$ cat config.mk
export PLATFORM = sky130hd
export DESIGN_NAME = pwm_chan
export DESIGN_NICKNAME = d
export VERILOG_FILES = /design/src/rtl/pwm_pkg.sv /design/src/rtl/pwm_regs.sv /design/src/rtl/pwm_count.sv /design/src/rtl/pwm_wave.sv /design/src/rtl/pwm_chan.sv
export SDC_FILE = /design/constraint.sdc
export NUM_CORES = 1
export LEC_CHECK = 0
export BUFFER_PORTS_ARGS = -buffer_cell sky130_fd_sc_hd__buf_2
export CORE_MARGIN = 10
export CORE_UTILIZATION = 47
export CTS_BUF_LIST = sky130_fd_sc_hd__clkbuf_8
export DETAILED_ROUTE_END_ITERATION = 8
export PLACE_DENSITY_LB_ADDON = 0.05
export SYNTH_ARGS = -nofsm -noshare
export SYNTH_HDL_FRONTEND = slang
export SYNTH_SLANG_ARGS = --single-unit
$ cat constraint.sdc
create_clock -name clk -period 8.79 [get_ports clk]
set_clock_uncertainty 0.1 [all_clocks]
set_input_delay 1.758 -clock clk [delete_from_list [all_inputs] [get_ports clk]]
set_output_delay 1.758 -clock clk [all_outputs]
set_load 0.05 [all_outputs]
$ cat src/rtl/pwm_pkg.sv
`timescale 1ns/1ps
package pwm_pkg;
    localparam int BYTE_W = 8;
    localparam int LANES  = 2;
    localparam int CNT_W  = BYTE_W * LANES;
    localparam int SEL_W  = 3;

    typedef logic [CNT_W-1:0]  word_t;
    typedef logic [BYTE_W-1:0] byte_t;

    typedef enum logic [SEL_W-1:0] {
        SEL_CNT_LO  = 3'd0,
        SEL_CNT_HI  = 3'd1,
        SEL_PER_LO  = 3'd2,
        SEL_PER_HI  = 3'd3,
        SEL_DUTY_LO = 3'd4,
        SEL_DUTY_HI = 3'd5
    } reg_sel_e;

    typedef struct packed {
        word_t period;
        word_t duty;
    } wave_cfg_t;

    // Effective value: full word when paired, low byte otherwise.
    function automatic word_t eff(input word_t v, input logic paired);
        return paired ? v : {{(CNT_W-BYTE_W){1'b0}}, v[BYTE_W-1:0]};
    endfunction

    // Output level for a given count and active configuration.
    function automatic logic wave_level(input word_t cnt, input wave_cfg_t cfg,
                                        input logic pol, input logic paired);
        word_t c, p, d;
        c = eff(cnt, paired);
        p = eff(cfg.period, paired);
        d = eff(cfg.duty, paired);
        if (p == '0)       return ~pol;
        else if (d >= p)   return pol;
        else if (c < d)    return pol;
        else               return ~pol;
    endfunction

    function automatic logic is_cnt_sel(input logic [SEL_W-1:0] s);
        return (s == SEL_CNT_LO) || (s == SEL_CNT_HI);
    endfunction
endpackage

$ cat src/rtl/pwm_regs.sv
`timescale 1ns/1ps
module pwm_regs
    import pwm_pkg::*;
(
    input  logic             clk,
    input  logic             rst,
    input  logic             wr_en,
    input  logic [SEL_W-1:0] wr_sel,
    input  byte_t            wr_data,
    input  logic             load,
    output wave_cfg_t        buf_cfg,
    output wave_cfg_t        act_cfg,
    output wave_cfg_t        act_nxt
);
    byte_t per_lane  [LANES];
    byte_t duty_lane [LANES];
    wave_cfg_t act_q;

    always_ff @(posedge clk) begin
        if (rst) begin
            for (int b = 0; b < LANES; b++) begin
                per_lane[b]  <= '0;
                duty_lane[b] <= '0;
            end
        end else if (wr_en) begin
            for (int b = 0; b < LANES; b++) begin
                if (wr_sel == SEL_W'(int'(SEL_PER_LO) + b))  per_lane[b]  <= wr_data;
                if (wr_sel == SEL_W'(int'(SEL_DUTY_LO) + b)) duty_lane[b] <= wr_data;
            end
        end
    end

    always_comb begin
        for (int b = 0; b < LANES; b++) begin
            buf_cfg.period[b*BYTE_W +: BYTE_W] = per_lane[b];
            buf_cfg.duty[b*BYTE_W +: BYTE_W]   = duty_lane[b];
        end
    end

    assign act_nxt = load ? buf_cfg : act_q;

    always_ff @(posedge clk) begin
        if (rst) act_q <= '0;
        else     act_q <= act_nxt;
    end

    assign act_cfg = act_q;
endmodule

$ cat src/rtl/pwm_count.sv
`timescale 1ns/1ps
module pwm_count
    import pwm_pkg::*;
(
    input  logic  clk,
    input  logic  rst,
    input  logic  clr,
    input  logic  adv,
    input  logic  center,
    input  logic  paired,
    input  word_t period,
    output word_t cnt_q,
    output logic  dir_dn,
    output word_t cnt_nxt,
    output logic  load
);
    word_t pe, ce, cnt_d;
    logic  dn_d, ld;

    always_comb begin
        pe    = eff(period, paired);
        ce    = eff(cnt_q, paired);
        cnt_d = cnt_q;
        dn_d  = dir_dn;
        ld    = 1'b0;
        if (clr) begin
            cnt_d = '0;
            dn_d  = 1'b0;
            ld    = 1'b1;
        end else if (adv) begin
            if (pe == '0) begin
                cnt_d = '0;
                dn_d  = 1'b0;
                ld    = 1'b1;
            end else if (!center) begin
                if (ce >= pe - word_t'(1)) begin
                    cnt_d = '0;
                    ld    = 1'b1;
                end else begin
                    cnt_d = ce + word_t'(1);
                end
                dn_d = 1'b0;
            end else if (dir_dn || ce >= pe) begin
                if (ce <= word_t'(1)) begin
                    cnt_d = '0;
                    dn_d  = 1'b0;
                    ld    = 1'b1;
                end else begin
                    cnt_d = ce - word_t'(1);
                    dn_d  = 1'b1;
                end
            end else begin
                cnt_d = ce + word_t'(1);
                dn_d  = 1'b0;
            end
        end
    end

    always_ff @(posedge clk) begin
        if (rst) begin
            cnt_q  <= '0;
            dir_dn <= 1'b0;
        end else begin
            cnt_q  <= cnt_d;
            dir_dn <= dn_d;
        end
    end

    assign cnt_nxt = cnt_d;
    assign load    = ld;
endmodule

$ cat src/rtl/pwm_wave.sv
`timescale 1ns/1ps
module pwm_wave
    import pwm_pkg::*;
(
    input  logic      clk,
    input  logic      rst,
    input  word_t     cnt_nxt,
    input  wave_cfg_t cfg_nxt,
    input  logic      pol,
    input  logic      paired,
    output logic      out_q
);
    always_ff @(posedge clk) begin
        if (rst) out_q <= 1'b0;
        else     out_q <= wave_level(cnt_nxt, cfg_nxt, pol, paired);
    end
endmodule

$ cat src/rtl/pwm_chan.sv
`timescale 1ns/1ps
module pwm_chan
    import pwm_pkg::*;
(
    input  logic             clk,
    input  logic             rst,
    input  logic             tick,
    input  logic             chan_en,
    input  logic             center_mode,
    input  logic             polarity,
    input  logic             cat_mode,
    input  logic             wr_en,
    input  logic [SEL_W-1:0] wr_sel,
    input  logic [7:0]       wr_data,
    input  logic [SEL_W-1:0] rd_sel,
    output logic [7:0]       rd_data,
    output logic             pwm_out
);
    wave_cfg_t buf_cfg, act_cfg, act_nxt;
    word_t     cnt_q, cnt_nxt, cnt_vis;
    word_t     per_act, per_buf;
    logic      dir_dn, load, cnt_wr, adv;

    assign cnt_wr  = wr_en && is_cnt_sel(wr_sel);
    assign adv     = chan_en && tick;
    assign per_act = act_cfg.period;
    assign per_buf = buf_cfg.period;

    pwm_regs u_regs (
        .clk     (clk),
        .rst     (rst),
        .wr_en   (wr_en),
        .wr_sel  (wr_sel),
        .wr_data (wr_data),
        .load    (load),
        .buf_cfg (buf_cfg),
        .act_cfg (act_cfg),
        .act_nxt (act_nxt)
    );

    pwm_count u_count (
        .clk     (clk),
        .rst     (rst),
        .clr     (cnt_wr),
        .adv     (adv),
        .center  (center_mode),
        .paired  (cat_mode),
        .period  (act_cfg.period),
        .cnt_q   (cnt_q),
        .dir_dn  (dir_dn),
        .cnt_nxt (cnt_nxt),
        .load    (load)
    );

    pwm_wave u_wave (
        .clk     (clk),
        .rst     (rst),
        .cnt_nxt (cnt_nxt),
        .cfg_nxt (act_nxt),
        .pol     (polarity),
        .paired  (cat_mode),
        .out_q   (pwm_out)
    );

    assign cnt_vis = eff(cnt_q, cat_mode);

    always_comb begin
        unique case (rd_sel)
            SEL_CNT_LO:  rd_data = cnt_vis[BYTE_W-1:0];
            SEL_CNT_HI:  rd_data = cnt_vis[CNT_W-1:BYTE_W];
            SEL_PER_LO:  rd_data = buf_cfg.period[BYTE_W-1:0];
            SEL_PER_HI:  rd_data = buf_cfg.period[CNT_W-1:BYTE_W];
            SEL_DUTY_LO: rd_data = buf_cfg.duty[BYTE_W-1:0];
            SEL_DUTY_HI: rd_data = buf_cfg.duty[CNT_W-1:BYTE_W];
            default:     rd_data = '0;
        endcase
    end
endmodule

Yosys cells after proc, flatten, opt, wreduce, memory -nomap -nowiden --
Memories as Yosys holds them, arrays and structs flattened. Index checks and enable logic that the tools add are counted.
Cells by class: $mul 0, bitwise operators 5, divide/modulo/power cells 0, $lt $le $gt $ge 5, add/sub/neg operators 3, eq/ne operators 10, shift-type cells 0, reduce and logical (&&, ||, !) cells 9, muxes and demuxes 50
Operators with widths (count):
- 16-bit two-way mux | 12
- 16-bit greater-or-equal comparator | 3
- 8-bit case mux with 6 select lines | 1
- 16-bit zero test | 2
- 1-bit two-way mux | 32
- 32-bit two-way mux | 1
- 8-bit two-way mux | 4
- 16-bit by 1-bit subtractor with 16-bit output, second input constant | 2
- 16-bit by 1-bit adder with 16-bit output, second input constant | 1
- 16-bit by 1-bit less-or-equal comparator with 1-bit output, second input constant | 1
- 16-bit < comparator | 1
- 3-bit by 2-bit == test with 1-bit output, second input constant | 4
- 3-bit == test, second input constant | 4
- 3-bit by 1-bit == test with 1-bit output, second input constant | 2
- 3-bit zero test | 2
- 1-bit OR | 4
- 1-bit logical AND | 2
- 1-bit logical OR | 2
- 2-bit OR reduction | 1
- 1-bit inverter | 1
Word-level totals: bits in latches 0, memory bits (read-only) 0, output and inout bits 9, RAM bits 32, memories kept 2, register bits 50
Memory list:
- u_regs.duty_lane | words 2, width 8, read ports 2, clocked after Yosys merged registers in 0, wr ports 2, RTL line pwm_regs.sv:16 | byte_t duty_lane [LANES];
- u_regs.per_lane | words 2, width 8, read ports 2, clocked after Yosys merged registers in 0, wr ports 2, RTL line pwm_regs.sv:15 | byte_t per_lane [LANES];

Depth between registers and ports, before layout --
Gate-level depths: netlist (run 1).
depth after elaboration 14, depth in mapped cells 29, depth with buffers taken out 28

By module --
A second synthesis (run 1) with hierarchy kept.
Second synthesis, totals: cell total of the unflattened synthesis 722, area, all modules 6711.4 um^2
Modules (own cells, without submodules):
- pwm_regs | area each 2657.5 um^2, cells an instance 161, times used 1
- pwm_count | area each 2640.0 um^2, cells an instance 371, times used 1
- pwm_wave | area each 954.7 um^2, cells an instance 133, times used 1
- pwm_chan | area each 459.2 um^2, cells an instance 57, times used 1

Worst setup path before layout (run 1) --
No wires, ideal clock.
path kind input to register, start point in cat_mode, end point reg u_wave.out_q, stages 26, data required time 8.560 ns, arrival time 7.092 ns, setup slack 1.468 ns, cell sequence clkbuf_1 clkbuf_1 buf_1 nand2_1 ha_1 a211oi_1 o21ai_0 a211o_1 o31ai_4 o21bai_2 a21oi_4 buf_2 buf_2 mux2i_1 ha_1 a21o_1 a21oi_1 o22ai_1 nor4_1 nand3_1 mux2i_1 a211oi_1 mux2_1 a221oi_1 or4_1 a21oi_1
On the way: longest elaborated chain between the ends 14, elaborated cells between the ends (all ways) 34, those cells by class add/sub: 3; order compare: 5; mux: 23; reduce/logical: 3
RTL lines:
- from (decl) | RTL line pwm_chan.sv:11 | input logic cat_mode,
- 16-bit two-way mux | RTL line pwm_pkg.sv:27 | return paired ? v : {{(CNT_W-BYTE_W){1'b0}}, v[BYTE_W-1:0]};
- 16-bit by 1-bit subtractor with 16-bit output, or another cell as far along | RTL line pwm_count.sv:36 | if (ce >= pe - word_t'(1)) begin
- 16-bit greater-or-equal comparator, or another cell as far along | RTL line pwm_count.sv:36
- 1-bit two-way mux (on tied branches) | RTL line pwm_count.sv:36, pwm_count.sv:43
- 1-bit two-way mux | RTL line pwm_count.sv:35 | end else if (!center) begin
- 1-bit two-way mux | RTL line pwm_count.sv:31 | if (pe == '0) begin
- 1-bit two-way mux | RTL line pwm_count.sv:30 | end else if (adv) begin
- 1-bit two-way mux | RTL line pwm_count.sv:26 | if (clr) begin
- 32-bit two-way mux | RTL line pwm_regs.sv:40 | assign act_nxt = load ? buf_cfg : act_q;
- 16-bit two-way mux | RTL line pwm_pkg.sv:27
- 16-bit < comparator | RTL line pwm_pkg.sv:39 | else if (c < d) return pol;
- 1-bit two-way mux | RTL line pwm_pkg.sv:39
- 1-bit two-way mux | RTL line pwm_pkg.sv:38 | else if (d >= p) return pol;
- 1-bit two-way mux * | RTL line pwm_pkg.sv:37 | if (p == '0) return ~pol;
- to (signal assigned) | RTL line pwm_wave.sv:15 | else out_q <= wave_level(cnt_nxt, cfg_nxt, pol, paired);
- to (decl) | RTL line pwm_wave.sv:11 | output logic out_q
Mark *: on every way between the ends. The rest lies on a longest branch, timed or not. A chain may end at the register's enable or synchronous reset.

Final worst setup path (run 1) --
Ends and elaborated chain as after synthesis.

==> results_dict.tcl, run 1 <==
set metrics [dict create \
    status "complete, no violations" \
    crit_path_end "u_wave.out_q" \
    grt_pass1_vias 5564 \
    critPathRequiredTime_ns 8.92 \
    yosys-top-cells-area "dfxtp_1 16%, edfxtp_1 15%, ha_1 13%" \
    initial_core_util_pct 48.7 \
    r2r_slack_ns 1.95 \
    drtIter0Drc 392 \
    dieArea_mm2 0.0182 \
    endpoint_kind "flop" \
    rows 41 \
    ys_ff_latch 82 \
    fin_crit_sh_pct 86.9 \
    core_area_mm2 0.0128 \
    rsz0062_at_grt "no" \
    syn_nets 800 \
    yosysTopAreaCell "dfxtp_1" \
    netlist_area_mm2 0.00622 \
    vias_per_cell 6.02 \
    hold_path_class "flop to flop" \
    clock_path_buffers 2 \
    slew_headroom_pct 43.4 \
    maxSlewViolCount 0 \
    cts_tree "done" \
    worst_setup_path_start_kind "input pin" \
    fp.dieH_um 135 \
    htree_num_levels 3 \
    nNetsFinal 811 \
    portBuffers 30 \
    p_total_mw 1.20 \
    drc 0 \
    areaGrowthSynthToFinish_pct 7.44 \
    gr-total-overflow 0 \
    grt_pass1_wl_um 30000 \
    numCtsBuffers 9 \
    hold_viol 0 \
    clk_pin_slew_ns 0.09 \
    drt-total-wl_um 18900 \
    post-cts-setup-buffer-count 0 \
    slowest_stage "a21oi_4" \
    gp_congestion 0.919 \
    yosys-top-cells-count "66 x nor2_1, 64 x ha_1, 50 x dfxtp_1, 49 x inv_1, 48 x nand2_1" \
    synth_cell_type_count 67 \
    power.share.switching_pct 40.1 \
    yosysWarningCount 0 \
    cts_resized 0 \
    setup_violations 0 \
    synth_most_common_cell "nor2_1" \
    reg2regPathDepth 26 \
    path_max_fanout 29 \
    crit_arrival_ns 7.77 \
    antenna_found_initial 0 \
    antenna_cells 0 \
    ctsHoldBuffers 0 \
    first_pass_iters 5 \
    reg2reg_to "u_wave.out_q" \
    slowest_delay_ns 0.58 \
    min_period_ns 7.63 \
    combinationalPowerShare_pct 39.6 \
    post_drt_wl_per_cell_um 21.0 \
    clock-sinks 82 \
    vias 5428 \
    setup.worst_path.start "cat_mode" \
    grt_start_max_net_pins 57 \
    clkPwrFrac_pct 22.6 \
    avgSynthCellArea_um2 8.71 \
    dp_hpwl_um 14800 \
    synth-main-ff-cell "dfxtp_1" \
    timing.fmax_ghz 0.131 \
    r2r-start "u_regs.act_cfg[18]" \
    layout-drive-gt1-share_pct 10.1 \
    power.switching_mw 0.482 \
    power.density_mw_per_mm2 180 \
    intPower_mw 0.719 \
    cts-root-buf "clkbuf_8" \
    synthArstFlopShare_pct 0 \
    tightest_slew_ns 0.838 \
    chipWidth_um 135 \
    cp_common_cell "a21oi_1" \
    synth_top_area_share_pct 16.1 \
    io_pins 31 \
    worstHoldStart "u_regs.act_cfg[11]" \
    insertion_delay_ns 0.38 \
    grt.total_usage_pct 21.1 \
    tns_ns 0 \
    ant_nets 0 \
    ys_seq_area_share_pct 31.5 \
    maxCapViolCount 0 \
    leakagePower_nw 2.97 \
    synthCells 714 \
    worstSetupPathType "input pin to flop" \
    synth_edf_count 32 \
    ir_drop_mv 0.123 \
    seqPwrFrac_pct 37.8 \
]
area by class of cell:
| class | count | area (um^2) |
|---|---|---|
| fill | 1202 | 6090 |
| multi-input combinational | 546 | 3930 |
| sequential | 82 | 1960 |
| tap | 172 | 215 |
| timing repair buffer | 37 | 203 |
| inverter | 49 | 184 |
| clock buffer | 9 | 124 |
| clock inverter | 7 | 61.3 |
power by group through the flow:
stage | Sequential (mW) | Clock, mW | Combinational, mW
after floorplan | 0.452 | 0 | 0.352
after global placement | 0.462 | 0 | 0.464
after detailed placement | 0.463 | 0 | 0.471
after CTS | 0.454 | 0.276 | 0.474
after global routing | 0.457 | 0.291 | 0.528
final | 0.454 | 0.271 | 0.475
placed cells by master, fill, tap and decap left out, drive strengths merged, types with 9 or more instances in the layout:
cell type / instances
dfxtp: 50
nand3: 21
a21oi: 37
o21ai: 30
o22ai: 12
mux2i: 40
nand2: 48
o211ai: 9
nand2b: 17
buf: 37
nor2: 66
nor2b: 13
edfxtp: 32
clkbuf: 9
and3: 9
nor3: 23
inv: 55
ha: 64
xnor2: 16
and2: 21
flip-flops by register name, summed over array words and instances, names as in the netlist:
name              count
u_count.cnt_q        16
u_regs.per_lane      16
u_regs.act_cfg       32
u_regs.duty_lane     16
u_wave.out_q          1
u_count.dir_dn        1
worst min-delay path by stage:
stage | slack, ns | depth (start not counted) | end
2_1_floorplan | 0.35 | 2 | u_regs.act_cfg[11]
5_1_grt | 0.44 | 2 | u_regs.act_cfg[8]
3_3_place_gp | 0.38 | 2 | u_regs.act_cfg[15]
3_5_place_dp | 0.39 | 2 | u_regs.act_cfg[11]
6_report | 0.40 | 2 | u_regs.act_cfg[11]
4_1_cts | 0.41 | 2 | u_regs.act_cfg[11]
cell families after synthesis:
logic type	share of synthesized area, %
and+or+nand+nor	21.2
AOI/OAI and AO/OA	16.1
buffers and inverters	5.29
DFF	31.5
adders and majority gates	12.9
muxes	9.76
xor gates and xnor gates	3.24
stage by stage:
stage	area, um^2	util (%)	hold WS, ns	cells	setup WS [ns]
after floorplan	6220	-	0.352	714	1.47
after global placement	6500	50.9	0.376	886	0.951
after detailed placement	6500	50.9	0.387	886	0.806
after CTS	6680	52.3	0.409	902	1.22
after global routing	6680	52.3	0.443	902	0.471
final	6680	52.3	0.399	902	1.16
critical path, delay by kind of cell:
kind | cells | cell delay (ns)
AO/OA/AOI/OAI | 12 | 2.47
AND/OR/NAND/NOR | 7 | 1.51
multiplexers | 3 | 1.00
adder cells (fa/ha/maj) | 2 | 0.59
buffers and inverters | 1 | 0.27
XOR/XNOR | 1 | 0.16
routing by layer:
metal | vias up | share of wire [%] | wire length, um | global-route usage [%]
li1 | 2623 | - | - | -
met1 | 2587 | 44 | 8390 | 25.7
met2 | 177 | 48 | 8990 | 35.7
met3 | 41 | 4.4 | 827 | 3.15
met4 | 0 | 3.7 | 709 | 10.0
met5 | - | 0 | 0 | 0
No activity file was read; power rests on OpenSTA's default activity.
==> inputs of run 2 (changes only) <==
--- a/config.mk
+++ b/config.mk
@@ -5,12 +5,13 @@
 export SDC_FILE = /design/constraint.sdc
 export NUM_CORES = 1
 export LEC_CHECK = 0
-export BUFFER_PORTS_ARGS = -buffer_cell sky130_fd_sc_hd__buf_2
 export CORE_MARGIN = 10
 export CORE_UTILIZATION = 47
 export CTS_BUF_LIST = sky130_fd_sc_hd__clkbuf_8
 export DETAILED_ROUTE_END_ITERATION = 8
+export DONT_BUFFER_PORTS = 1
 export PLACE_DENSITY_LB_ADDON = 0.05
+export SLEW_MARGIN = 15
 export SYNTH_ARGS = -nofsm -noshare
 export SYNTH_HDL_FRONTEND = slang
 export SYNTH_SLANG_ARGS = --single-unit
==> run 2 against run 1 <==
Compared with the run above:
- clock power increased by 11%
- via count fell by 0.55%
- maximum frequency up 6.7%
- final cell count down 3.8%
- die area unchanged
- largest cell class unchanged
- largest power group is now sequential cells
- highest routed layer unchanged
==> results_dict.tcl, run 2 (same netlist as run 1, synthesis figures left out) <==
set metrics [dict create \
    status "complete, no violations" \
    clock_path_buffers 2 \
    crit_arrival_ns 7.33 \
    clock-sinks 82 \
    layout-drive-gt1-share_pct 5.89 \
    insertion_delay_ns 0.38 \
    numCtsBuffers 9 \
    hold_ws_ns 0.421 \
    drc 0 \
    min_period_ns 7.16 \
    layout_common_cells "66 x nor2_1, 64 x ha_1, 50 x dfxtp_1" \
    endpoint_kind "flop" \
    post-cts-setup-buffer-count 0 \
    grt_pass1_wl_um 29600 \
    first_pass_iters 5 \
    portBuffers 0 \
    tns_ns 0 \
    maxCapViolCount 0 \
    maxSlewViolCount 0 \
    path_max_fanout 41 \
    grt.total_usage_pct 21.1 \
    setup_violations 0 \
    worst_setup_path_start_kind "input pin" \
    fillers 1245 \
    antenna_cells 0 \
    cts_tree "done" \
    htree_num_levels 3 \
    dieArea_mm2 0.0182 \
    drt-total-wl_um 19200 \
    leakagePower_nw 2.83 \
    rows 41 \
    core_area_mm2 0.0128 \
    post_drt_wl_per_cell_um 22.1 \
    rsz0062_at_grt "no" \
    chipWidth_um 135 \
    grt_start_max_net_pins 57 \
    fp.dieH_um 135 \
    setup_ws_ns 1.63 \
    grt_pass1_vias 5268 \
    timing.fmax_ghz 0.140 \
    fin_crit_sh_pct 81.4 \
    gp_congestion 0.948 \
    critPathRequiredTime_ns 8.96 \
    clkPwrFrac_pct 24.9 \
    io_pins 31 \
    initial_core_util_pct 48.7 \
    layout_commonest_cell "nor2_1" \
    slew_headroom_pct 20.5 \
    hold_path_class "flop to flop" \
    combinationalPowerShare_pct 36.8 \
    dp_hpwl_um 14900 \
    worstSetupPathType "input pin to flop" \
    largest_reg_flops 32 \
    antenna_found_initial 0 \
    multiInputGateArea_mm2 0.00393 \
    gr-total-overflow 0 \
    vias 5398 \
    clk_pin_slew_ns 0.09 \
    vias_per_cell 6.22 \
    tightest_slew_ns 1.21 \
    power.density_mw_per_mm2 184 \
    power.share.switching_pct 38.2 \
    areaGrowthSynthToFinish_pct 4.95 \
    drtIter0Drc 515 \
    cts_resized 0 \
    intPower_mw 0.744 \
    cts-root-buf "clkbuf_8" \
    ctsHoldBuffers 0 \
    pre_cts_ws_ns 1.35 \
    seqPwrFrac_pct 38.4 \
    seq_area_mm2 0.00196 \
    ir_drop_mv 0.125 \
    ant_nets 0 \
    power.switching_mw 0.460 \
    nNetsFinal 777 \
    hold_viol 0 \
]
[run 2: cell types whose count changed in the layout (fill, tap and decap cells not counted)]
| cell | before | now |
|---|---|---|
| inv_6 | 3 | 2 |
| clkbuf_8 | 9 | 10 |
| inv_8 | 2 | 0 |
| buf_4 | 7 | 3 |
| clkinv_4 | 1 | 2 |
| bufinv_16 | 0 | 1 |
| inv_1 | 50 | 49 |
| buf_2 | 30 | 0 |
| clkinvlp_4 | 0 | 1 |
[run 2: final cells by class]
type | instances | share of cell area [%]
multi-input cells | 546 | 60.3
flip-flops and latches | 82 | 30.1
well taps | 172 | 3.30
inverters | 49 | 2.82
clock buffers | 10 | 2.11
clock inverters | 6 | 1.11
repair buffers | 3 | 0.345
[run 2: metrics by stage]
stage               power [mW]  instances  utilization (%)  area, um^2
detailed placement       0.906        852             49.5        6320
global placement         0.901        852             49.5        6320
global route              1.28        868             51.1        6530
floorplan                0.804        714                -        6220
CTS                       1.20        868             51.1        6530
finish                    1.20        868             51.1        6530
[run 2: final timing paths]
check	slack, ns	cells past startpoint	startpoint	to
setup reg to reg	1.99	26	u_regs.act_cfg[18]	u_wave.out_q
hold reg to reg	0.42	2	u_regs.act_cfg[14]	u_regs.act_cfg[14]
setup / recovery	1.63	25	cat_mode	u_wave.out_q
hold / removal	0.42	2	u_regs.act_cfg[14]	u_regs.act_cfg[14]
[run 2: power by group through the flow]
stage	sequential [mW]	combinational (mW)	clock (mW)
after floorplan	0.452	0.352	0
after detailed placement	0.470	0.436	0
after CTS	0.461	0.439	0.302
after global routing	0.465	0.492	0.322
final	0.462	0.442	0.300
after global placement	0.469	0.432	0
[run 2: metal layers]
layer | global-route usage [%] | part of all wire, %
met5 | 0 | 0
met4 | 8.73 | 3.2
met3 | 4.78 | 6.3
met2 | 35.0 | 48
met1 | 25.8 | 43
[run 2: critical path, stage by stage]
cell	delay (ns)
nand2_1	0.10
nand2_1	0.08
nor2_1	0.28
and3_1	0.25
xor2_1	0.17
ha_1	0.26
a21oi_1	0.14
o21ai_0	0.10
a22oi_1	0.22
o211ai_2	0.22
o21bai_2	0.29
a21oi_4	0.67
mux2i_1	0.38
ha_1	0.30
a21o_1	0.18
a21oi_1	0.14
o22ai_1	0.09
nor4_1	0.38
nand3_1	0.13
mux2i_1	0.18
a211oi_1	0.09
mux2_1	0.34
a221oi_1	0.32
or4_1	0.18
a21oi_1	0.06
==> inputs of run 3 (changes only) <==
==> constraint.sdc (replaced) <==
create_clock -name clk -period 7.05 [get_ports clk]
set_clock_uncertainty 0.1 [all_clocks]
set_input_delay 1.41 -clock clk [delete_from_list [all_inputs] [get_ports clk]]
set_output_delay 1.41 -clock clk [all_outputs]
set_load 0.05 [all_outputs]
==> run 3 against run 2 <==
Compared with the run above:
- combinational power up 29%
- hold slack got worse by 0.0048 ns
- via count is 1.1% lower
- core utilization is 0.18 points higher
- critical endpoint unchanged
- flip-flop and latch count stayed put
- wire length is 0.19% higher
- die area unchanged
- largest power group unchanged
==> results_dict.tcl, run 3 (same netlist as run 1, synthesis figures left out) <==
set metrics [dict create \
    status "complete, no violations" \
    htree_num_levels 3 \
    numCtsBuffers 9 \
    clock_path_buffers 2 \
    dp_hpwl_um 15000 \
    fin_crit_sh_pct 92.3 \
    post_drt_wl_per_cell_um 22.0 \
    power.share.switching_pct 40.2 \
    setup.worst_path.start "cat_mode" \
    clock-sinks 82 \
    grt.total_usage_pct 21.0 \
    layout_commonest_cell "nor2_1" \
    cts_tree "done" \
    drtIter0Drc 419 \
    maxCapViolCount 0 \
    vias 5336 \
    initial_core_util_pct 48.7 \
    gr-total-overflow 0 \
    rsz0062_at_grt "no" \
    antenna_found_initial 0 \
    rows 41 \
    worst_setup_path_start_kind "input pin" \
    p_total_mw 1.50 \
    clk_pin_slew_ns 0.11 \
    fp.dieH_um 135 \
    drt-total-wl_um 19200 \
    path_max_fanout 41 \
    tightest_slew_ns 1.17 \
    worstHoldStart "u_regs.act_cfg[13]" \
    slew_headroom_pct 23.4 \
    critPathRequiredTime_ns 7.24 \
    seqPwrFrac_pct 38.4 \
    hold_path_class "flop to flop" \
    layout-drive-gt1-share_pct 6.56 \
    drc 0 \
    clkPwrFrac_pct 23.6 \
    highest_layer "met4" \
    setup_ws_ns 0.542 \
    intPower_mw 0.898 \
    maxSlewViolCount 0 \
    post-cts-setup-buffer-count 0 \
    ir_drop_mv 0.146 \
    power.density_mw_per_mm2 229 \
    met2_length_um 8960 \
    wl_met1_um 8340 \
    min_period_ns 6.51 \
    combinationalPowerShare_pct 38.0 \
    ant_nets 0 \
    antenna_cells 0 \
    layout_common_cells "66 x nor2_1, 64 x ha_1, 50 x dfxtp_1" \
    timing.fmax_ghz 0.154 \
    worstSetupPathType "input pin to flop" \
    io_pins 31 \
    r2r-start "u_regs.act_cfg[18]" \
    cts-root-buf "clkbuf_8" \
    power.switching_mw 0.603 \
    pre_cts_ws_ns 0.191 \
    grt_pass1_vias 5219 \
    grt_start_max_net_pins 57 \
    areaGrowthSynthToFinish_pct 5.31 \
    nNetsFinal 782 \
    largest_reg_flops 32 \
    insertion_delay_ns 0.39 \
    met3_length_um 1280 \
    hold_viol 0 \
    chipWidth_um 135 \
    first_pass_iters 6 \
    grt_pass1_wl_um 29500 \
    gp_congestion 0.888 \
    vias_per_cell 6.11 \
    tns_ns 0 \
    leakagePower_nw 2.85 \
    crit_arrival_ns 6.70 \
    cts_resized 0 \
    portBuffers 0 \
    ctsHoldBuffers 0 \
    setup_violations 0 \
    dieArea_mm2 0.0182 \
    endpoint_kind "flop" \
    core_area_mm2 0.0128 \
]
-- run 3: cell types whose count changed in the layout (fill, tap and decap cells not counted) --
cell        before  now
buf_4            3    8
bufinv_16        1    0
clkbuf_8        10    9
clkinv_8         0    1
clkinvlp_4       1    0
inv_6            2    3
inv_8            0    1
-- run 3: final timing paths --
| path | endpoint | slack (ns) | cells past startpoint |
|---|---|---|---|
| hold reg to reg | u_regs.act_cfg[13] | 0.42 | 2 |
| setup / recovery | u_wave.out_q | 0.54 | 25 |
| hold / removal | u_regs.act_cfg[13] | 0.42 | 2 |
| setup reg to reg | u_wave.out_q | 0.57 | 26 |
-- run 3: power by group through the flow --
stage                     Combinational [mW]  Sequential [mW]  Clock (mW)
after floorplan                        0.439            0.564           0
after global placement                 0.556            0.586           0
after detailed placement               0.565            0.586           0
after CTS                              0.568            0.575       0.358
after global routing                   0.631            0.579       0.377
final                                  0.571            0.576       0.354
-- run 3: per-layer routing --
metal / GRT usage, % / up-vias
met2: 35.0 / 201
met3: 4.86 / 40
met1: 25.3 / 2542
li1: - / 2553
met4: 8.85 / 0
met5: 0 / -
-- run 3: area by class of cell --
cell class | count | area (um^2)
Clock buffer | 9 | 124
Fill cell | 1248 | 6220
Tap cell | 172 | 215
Inverter | 49 | 184
Clock inverter | 7 | 71.3
Multi-Input combinational cell | 546 | 3930
Sequential cell | 82 | 1960
Timing Repair Buffer | 8 | 60.1
-- run 3: metrics by stage --
step,instance area (um^2),utilization [%],std cells,hold WS (ns)
after floorplan,6220,-,714,0.352
after global placement,6350,49.8,857,0.375
after detailed placement,6350,49.8,857,0.400
after CTS,6550,51.3,873,0.421
after global routing,6550,51.3,873,0.467
final,6550,51.3,873,0.416
-- run 3: critical path, cell delays in order --
cell      delay, ns
nand2_1        0.11
nand2_1        0.08
nor2_1         0.26
and3_1         0.27
xor2_1         0.17
ha_1           0.26
a21oi_1        0.13
o21ai_0        0.09
a22oi_1        0.21
o211ai_2       0.22
o21bai_2       0.30
a21oi_4        0.42
mux2i_1        0.41
ha_1           0.32
a21o_1         0.16
a21oi_1        0.16
o22ai_1        0.09
nor4_1         0.37
nand3_1        0.13
mux2i_1        0.17
a211oi_1       0.08
mux2_1         0.33
a221oi_1       0.31
or4_1          0.17
a21oi_1        0.06
